**src/rtl/seg_xlate_pkg.sv**
```systemverilog
package seg_xlate_pkg;

    localparam int unsigned LA_W_DEF   = 16;
    localparam int unsigned PA_W_DEF   = 20;
    localparam int unsigned SEG_W_DEF  = 8;
    localparam int unsigned PG_SH_DEF  = 12;

    typedef enum logic [1:0] {
        SEL_BOUND  = 2'd0,
        SEL_STACK  = 2'd1,
        SEL_DATA   = 2'd2,
        SEL_WINDOW = 2'd3
    } cfg_sel_e;

    typedef enum logic [1:0] {
        RGN_BASE   = 2'd0,
        RGN_DATA   = 2'd1,
        RGN_STACK  = 2'd2,
        RGN_WINDOW = 2'd3
    } region_e;

    typedef struct packed {
        logic [SEG_W_DEF-1:0] bound;
        logic [SEG_W_DEF-1:0] stack;
        logic [SEG_W_DEF-1:0] data;
        logic [SEG_W_DEF-1:0] window;
    } cfg_regs_t;

endpackage

```
**src/rtl/seg_xlate_cfg.sv**
```systemverilog
module seg_xlate_cfg
    import seg_xlate_pkg::*;
(
    input  logic       clk,
    input  logic       rst_n,
    input  logic       wr_en,
    input  logic [1:0] wr_sel,
    input  logic [7:0] wr_data,
    output cfg_regs_t  regs
);

    cfg_regs_t regs_d;
    cfg_regs_t regs_q;

    always_comb begin
        regs_d = regs_q;
        if (wr_en) begin
            unique case (cfg_sel_e'(wr_sel))
                SEL_BOUND:  regs_d.bound  = wr_data;
                SEL_STACK:  regs_d.stack  = wr_data;
                SEL_DATA:   regs_d.data   = wr_data;
                SEL_WINDOW: regs_d.window = wr_data;
                default:    regs_d = regs_q;
            endcase
        end
    end

    always_ff @(posedge clk or negedge rst_n) begin
        if (!rst_n) begin
            regs_q <= '0;
        end else begin
            regs_q <= regs_d;
        end
    end

    assign regs = regs_q;

endmodule

```
**src/rtl/seg_xlate_decode.sv**
```systemverilog
module seg_xlate_decode
    import seg_xlate_pkg::*;
#(
    parameter int unsigned PG_W     = 4,
    parameter int unsigned WIN_PAGE = 14
) (
    input  logic [PG_W-1:0] page,
    input  logic [PG_W-1:0] stack_lim,
    input  logic [PG_W-1:0] data_lim,
    output region_e         region
);

    localparam int unsigned LANES = 3;

    logic [PG_W-1:0]  thr [LANES];
    logic [LANES-1:0] hit;

    assign thr[0] = data_lim;
    assign thr[1] = stack_lim;
    assign thr[2] = PG_W'(WIN_PAGE);

    // One comparator per limit; the priority pick follows below.
    genvar gi;
    generate
        for (gi = 0; gi < LANES; gi++) begin : g_cmp
            assign hit[gi] = (page >= thr[gi]);
        end
    endgenerate

    always_comb begin
        if (hit[2]) begin
            region = RGN_WINDOW;
        end else if (hit[1]) begin
            region = RGN_STACK;
        end else if (hit[0]) begin
            region = RGN_DATA;
        end else begin
            region = RGN_BASE;
        end
    end

endmodule

```
**src/rtl/seg_xlate_reloc.sv**
```systemverilog
module seg_xlate_reloc
    import seg_xlate_pkg::*;
#(
    parameter int unsigned LA_W  = 16,
    parameter int unsigned PA_W  = 20,
    parameter int unsigned SEG_W = 8,
    parameter int unsigned PG_SH = 12
) (
    input  logic [LA_W-1:0]  log_addr,
    input  region_e          region,
    input  logic [SEG_W-1:0] stack_seg,
    input  logic [SEG_W-1:0] data_seg,
    input  logic [SEG_W-1:0] win_seg,
    output logic [PA_W-1:0]  phys_addr
);

    localparam int unsigned OFF_W = SEG_W + PG_SH;
    localparam int unsigned SUM_W = (OFF_W > PA_W) ? OFF_W + 1 : PA_W + 1;

    logic [SEG_W-1:0] seg_pick;
    logic [SUM_W-1:0] sum_full;

    always_comb begin
        unique case (region)
            RGN_WINDOW: seg_pick = win_seg;
            RGN_STACK:  seg_pick = stack_seg;
            RGN_DATA:   seg_pick = data_seg;
            default:    seg_pick = '0;
        endcase
    end

    // Wider sum, then truncate: the carry past PA_W is dropped.
    assign sum_full  = SUM_W'(log_addr) + (SUM_W'(seg_pick) << PG_SH);
    assign phys_addr = sum_full[PA_W-1:0];

endmodule

```
**src/rtl/seg_xlate_top.sv**
```systemverilog
module seg_xlate_top
    import seg_xlate_pkg::*;
#(
    parameter int unsigned LA_W     = 16,
    parameter int unsigned PA_W     = 20,
    parameter int unsigned PG_SH    = 12,
    parameter int unsigned WIN_PAGE = 14
) (
    input  logic            clk,
    input  logic            rst_n,
    input  logic            wr_en,
    input  logic [1:0]      wr_sel,
    input  logic [7:0]      wr_data,
    input  logic [LA_W-1:0] log_addr,
    output logic [PA_W-1:0] phys_addr,
    output logic [1:0]      region
);

    localparam int unsigned PG_W  = LA_W - PG_SH;
    localparam int unsigned SEG_W = SEG_W_DEF;

    cfg_regs_t regs;
    region_e   rgn;

    seg_xlate_cfg u_cfg (
        .clk     (clk),
        .rst_n   (rst_n),
        .wr_en   (wr_en),
        .wr_sel  (wr_sel),
        .wr_data (wr_data),
        .regs    (regs)
    );

    seg_xlate_decode #(
        .PG_W     (PG_W),
        .WIN_PAGE (WIN_PAGE)
    ) u_dec (
        .page      (log_addr[LA_W-1 -: PG_W]),
        .stack_lim (regs.bound[SEG_W-1 -: PG_W]),
        .data_lim  (regs.bound[PG_W-1:0]),
        .region    (rgn)
    );

    seg_xlate_reloc #(
        .LA_W  (LA_W),
        .PA_W  (PA_W),
        .SEG_W (SEG_W),
        .PG_SH (PG_SH)
    ) u_rel (
        .log_addr  (log_addr),
        .region    (rgn),
        .stack_seg (regs.stack),
        .data_seg  (regs.data),
        .win_seg   (regs.window),
        .phys_addr (phys_addr)
    );

    assign region = rgn;

endmodule

```
**config.mk**
```make
export PLATFORM = sky130hd
export DESIGN_NAME = seg_xlate_top
export DESIGN_NICKNAME = d
export VERILOG_FILES = /design/src/rtl/seg_xlate_pkg.sv /design/src/rtl/seg_xlate_cfg.sv /design/src/rtl/seg_xlate_decode.sv /design/src/rtl/seg_xlate_reloc.sv /design/src/rtl/seg_xlate_top.sv
export SDC_FILE = /design/constraint.sdc
export NUM_CORES = 1
export LEC_CHECK = 0
export ABC_AREA = 1
export ABC_CLOCK_PERIOD_IN_PS = 3700
export BUFFER_PORTS_ARGS = -buffer_cell sky130_fd_sc_hd__buf_2
export CAP_MARGIN = 20
export CORE_MARGIN = 5
export CORE_UTILIZATION = 30
export CTS_CLUSTER_DIAMETER = 200
export CTS_CLUSTER_SIZE = 14
export DETAILED_ROUTE_END_ITERATION = 10
export RECOVER_POWER = 100
export SYNTH_ARGS = -nofsm -noshare
export SYNTH_HDL_FRONTEND = slang
export SYNTH_HIERARCHICAL = 1
export SYNTH_SLANG_ARGS = --single-unit
```
**constraint.sdc**
```tcl
create_clock -name clk -period 3.7 [get_ports clk]
set_input_delay 0.185 -clock clk [delete_from_list [all_inputs] [get_ports clk]]
set_output_delay 0.185 -clock clk [all_outputs]
set_load 0.02 [all_outputs]
```
Yosys cells after proc, flatten, opt, wreduce, memory -nomap -nowiden. Index checks and enable logic that the tools add are counted.

Equal/unequal tests: 6. Add/sub/neg operators: 1. Reductions and logical operators: 5. $lt $le $gt $ge: 3. Muxes and demuxes: 4.

Operators with widths (count): case mux 8 bit (3 select lines) (1); adder 16 x 20 -> 20 bit (1); == test 2 bit (second input constant) (4); >= comparator 4 bit (2); AND reduction 2 bit (4); == test 2 x 1 -> 1 bit (second input constant) (2); >= comparator 4 bit (second input constant) (1); 2-to-1 mux 2 bit (2); logical NOT 2 bit (1); 2-to-1 mux 1 bit (1).

Bits of input ports: 29. Register bits: 32. Word-level logic and storage cells: 23. Output and inout bits: 22.

Longest topological paths before layout.
Depth after elaboration: 7. Mapped depth: 23. Depth with buffers taken out: 23.

Cells and area by module. Netlist, hierarchy kept.

Modules (own cells, without submodules): seg_xlate_cfg (cells each 143, instances 1, area each 1436.4 µm², sequential area each 800.8 µm²); seg_xlate_reloc (cells each 89, instances 1, area each 506.7 µm², sequential area each 0.0 µm²); seg_xlate_decode (cells each 39, instances 1, area each 229.0 µm², sequential area each 0.0 µm²).

Least setup slack after synthesis. Ideal clock, no wire load.

Path kind: register to output. From: register u_cfg.regs_q (netlist bit u_cfg/regs[31]). To: output phys_addr[18]. Buffers on the path: 0. Slack: 0.602 ns. Arrival time: 2.913 ns. Cell stages (with the launch flop): 22. Data required time: 3.515 ns. Cell sequence: dfrtp_1 > inv_1 > ha_1 > nand2_1 > inv_1 > nand2_1 > nand2_1 > nor2_2 > nand2_1 > nand2_1 > nand2_1 > inv_2 > nand2_1 > nand3_1 > ha_1 > inv_1 > fa_1 > o21ai_0 > nand2_1 > nand2_1 > nand3_1 > xor2_1.

Word-level cells in the longest chain between the ends: 6. Elaborated cells on any way between the ends: 8. Classes of those cells: 1 x add/sub; 1 x order compare; 3 x eq/ne; 3 x mux.

RTL lines: start: declaration (RTL line seg_xlate_cfg.sv:13) `cfg_regs_t regs_q;`; start signal: assignment (RTL line seg_xlate_cfg.sv:32) `regs_q <= regs_d;`; >= comparator 4 bit (*) (RTL line seg_xlate_decode.sv:26) `assign hit[gi] = (page >= thr[gi]);`; 2-to-1 mux 2 bit (*) (RTL line seg_xlate_decode.sv:33) `end else if (hit[1]) begin`; 2-to-1 mux 2 bit (*) (RTL line seg_xlate_decode.sv:31) `if (hit[2]) begin`; via region[0] (RTL line seg_xlate_top.sv:16) `output logic [1:0] region`; == test 2 x 1 -> 1 bit or == test 2 bit (tied branches) (RTL line seg_xlate_reloc.sv:24) `unique case (region)`; case mux 8 bit (3 select lines) (*) (RTL line seg_xlate_reloc.sv:24); adder 16 x 20 -> 20 bit (*) (RTL line seg_xlate_reloc.sv:33) `assign sum_full = SUM_W'(log_addr) + (SUM_W'(seg_pick) << PG_SH);`; end: declaration (RTL line seg_xlate_top.sv:15) `output logic [PA_W-1:0] phys_addr,`.

The timed path passes the listed nets; every way through them passes the cells marked *.

Final worst setup path.
From: register u_cfg.regs_q (netlist bit u_cfg/regs[31]). To: output phys_addr[16].

Word-level cells in the longest chain between the ends: 6. Elaborated cells on any way between the ends: 8. Classes of those cells: 1 x add/sub; 1 x order compare; 3 x eq/ne; 3 x mux.

RTL lines (RTL line): >= comparator 4 bit (*) (seg_xlate_decode.sv:26); 2-to-1 mux 2 bit (*) (seg_xlate_decode.sv:33); 2-to-1 mux 2 bit (*) (seg_xlate_decode.sv:31); == test 2 x 1 -> 1 bit or == test 2 bit (tied branches) (seg_xlate_reloc.sv:24); case mux 8 bit (3 select lines) (*) (seg_xlate_reloc.sv:24); adder 16 x 20 -> 20 bit (*) (seg_xlate_reloc.sv:33).

Every way passes the cells marked *; elsewhere a longest branch is shown, timed or not.

==> flow_summary.yaml <==
timing:
  rsz0062_at_grt: "no"
  fin_worst_skew_ns: 0
  worstMarginPinSlew_ns: 1.77
  fmax_mhz: 304
  setup_tns_ns: 0
  drv_slew: 33
  slew_headroom_pct: -17.9
  setup_viol: 0
  finalHoldViolCount: 0
  min_period_ns: 3.29
  finalCritPeriodShare_pct: 88.9
die:
  initial_core_util_pct: 30.4
  row_count: 31
  die_h_um: 95.1
  core-area_um2: 7140
  boundaryPins: 51
  die-area_um2: 9040
  dieWidth_um: 95.1
synthesis:
  synth_top_family_by_area: "simple AND/OR/NAND/NOR gates"
  synth_xor_area_share_pct: 2.02
  synth.ff_latch_count: 32
  synth_edf_count: 0
  syn_nets: 313
  synth-compound-area-share_pct: 1.04
  ys_warn_count: 6
  ys_async_sr_fraction_pct: 100
  syn_area_per_cell_um2: 8.02
  synthMuxAreaShare_pct: 0
  postSynthCellCount: 271
  yosys.area_share.simple_pct: 38.2
  seq_area_frac_synth_pct: 36.9
  netlist_area_um2: 2170
  yosys.cell_types.count: 24
  postSynth.topFlopCell: "dfrtp_1"
  synth-adder-area-share_pct: 7.83
global_routing:
  first_global_vias: 1765
  grt_use_total_pct: 12.3
  grt_max_degree: 37
  grt_antenna_before_repair: 0
  grt_pass1_wl_um: 8600
  globalRouteOverflowTotal: 0
critical_path:
  crit_top_cell: "nand2_1"
  cp.buffers_inverters: 5
  required_ns: 3.51
  end_kind: "output port"
  critPathTopFamily: "simple AND/OR/NAND/NOR gates"
  worstSetupPathType: "register to output port"
  crit_fanout: 8
  cp_slowest_cell: "fa_1"
  arrival_ns: 3.10
  cp_cell_sequence: "inv_1, ha_1, nand2_1, inv_1, nand2_1, nand2_1, nor2_2, nand2_1, inv_2, nor2_4, nand2_1, nand3_1, ha_1, inv_1, fa_1, o21ai_1, nand2_1, nand2_1, xor2_1, clkbuf_1"
  start_kind: "register"
  critPathMaxStageDelay_ns: 0.39
routing:
  final_antenna_net_count: 0
  wl_per_cell_um: 13.2
  vias_per_cell: 4.61
  wirelength_um: 5150
  firstDrtPassIters: 4
  vias: 1792
  drt_iter0_markers: 152
  route.detailed.drc: 0
clocking:
  h-tree-depth: 2
  root_buffer: "clkbuf_8"
  cts-buffers-inserted: 5
  tritoncts: "done"
  cts_num_sinks: 32
  clk_pin_slew_ns: 0.07
  clk_path_buf_depth: 2
  clk_latency_ns: 0.28
layout:
  nFillCells: 816
  antennaDiodeCount: 0
  post_layout_nonfiller_instances: 389
  fin_area_um2: 2350
  areaGrowthSynthToFinish_pct: 8.12
  layout_commonest_cell: "nand2_1"
  mostFrequentLayoutCells: "109 x nand2_1, 32 x dfrtp_1, 25 x nand4_1, 22 x inv_1, 21 x nand3_1"
  largest_reg_flops: 32
  final_nets: 331
  drive_gt1_share_pct: 15.2
pwr:
  p_sw_share_pct: 37.8
  power_leakage_nw: 1.26
  clockPowerShare_pct: 26.3
  seqPwrFrac_pct: 36.3
  vdd_drop_max_v: 0.000155
  finalPower_mw: 1.24
  p_per_area_nw_per_um2: 526
  netSwitchingPower_mw: 0.467
  p_int_mw: 0.768
  power_frac_comb_pct: 37.4
place:
  placed_cells: 376
  placed_area_um2: 2250
  dp_hpwl_um: 3820
  port_buffers: 26
  place.gp.congestion: 0.781
flow_run:
  maxCapViolations: 2
worst_hold_path:
  hold_class: "primary input to register"
outcome:
  status: "complete, but fails checks"
  violations: "capacitance limit, slew limit"
## worst paths after layout
kind,slack [ns],cells past startpoint,start,endpoint
worst max-delay path,0.41,20,u_cfg/regs[31]$_DFFE_PN0P_,phys_addr[16]
worst min-delay path,0.20,3,wr_data[0],u_cfg/regs[16]$_DFFE_PN0P_
worst max register to register,3.01,2,u_cfg/regs[3]$_DFFE_PN0P_,u_cfg/regs[3]$_DFFE_PN0P_
worst min register to register,0.48,2,u_cfg/regs[31]$_DFFE_PN0P_,u_cfg/regs[31]$_DFFE_PN0P_
max in group asynchronous,1.77,2,rst_n,u_cfg/regs[7]$_DFFE_PN0P_
min in group asynchronous,0.91,2,rst_n,u_cfg/regs[17]$_DFFE_PN0P_
## synthesized netlist by cell type, types with 2 or more instances
cell      number  area, µm²
dfrtp_1       32        801
nor2_2         2       12.5
inv_2          3       11.3
nor2_1         4       15.0
buf_6          7       78.8
nand3_4        3       52.6
inv_1         22       82.6
buf_4         13       97.6
xnor2_1        3       26.3
nand3_1       18       90.1
nand3_2        3       30.0
nand2_1      110        413
ha_1          12        150
xor2_1         2       17.5
a21oi_1        2       10.0
nor2_4         2       22.5
nand4_1       25        156
bufinv_8       2       35.0
## area by class of cell
type                            count  area [µm²]  area share, %
Sequential cell                    32         801           34.1
Tap cell                           99         124           5.27
Multi-Input combinational cell    192        1030           43.7
Clock buffer                        6        72.6           3.09
Clock inverter                      2        35.0           1.49
Timing Repair Buffer               31         161           6.87
Inverter                           27         129           5.49
## worst reg2reg max path: stages, from the launching register on
cell and delay [ns]:
dfrtp_1 0.40, nand2_1 0.08, nand2_1 0.08
## cells by family after synthesis
| kind of cell | Yosys count |
|---|---|
| flip-flops | 32 |
| AO/OA/AOI/OAI | 4 |
| AND/OR/NAND/NOR | 170 |
| XOR/XNOR | 5 |
| buffers and inverters | 47 |
| adder cells (fa/ha/maj) | 13 |
## routing by layer
| layer | track usage, % | wire length (µm) | vias to the layer above |
|---|---|---|---|
| li1 | - | - | 900 |
| met1 | 17.1 | 2500 | 839 |
| met2 | 18.4 | 2230 | 47 |
| met3 | 3.24 | 352 | 6 |
| met4 | 4.21 | 74 | 0 |
| met5 | 0 | 0 | - |
## timing repair
action | in CTS | in global routing
gates resized for setup | 0 | 4
setup buffers | 0 | 4
hold buffers | 1 | 0
setup endpoints to repair | 0 | 2
endpoints found under the hold margin | 32 | 0
## metrics by stage
stage / setup slack (ns) / hold WS [ns] / util [%]
4_1_cts: 0.249 / 0.190 / 33.2
3_3_place_gp: 0.634 / 0.288 / 31.5
5_1_grt: 0.00905 / 0.192 / 32.9
6_report: 0.411 / 0.199 / 32.9
3_5_place_dp: 0.568 / 0.294 / 31.5
2_1_floorplan: 0.602 / -0.111 / -
## power by group through the flow
| stage | sequential (mW) | combinational, mW | clock, mW |
|---|---|---|---|
| 6_report | 0.448 | 0.462 | 0.324 |
| 5_1_grt | 0.453 | 0.531 | 0.351 |
| 4_1_cts | 0.447 | 0.461 | 0.335 |
| 3_5_place_dp | 0.453 | 0.459 | 0 |
| 3_3_place_gp | 0.452 | 0.451 | 0 |
| 2_1_floorplan | 0.434 | 0.366 | 0 |
No activity file was read; power rests on OpenSTA's default activity.
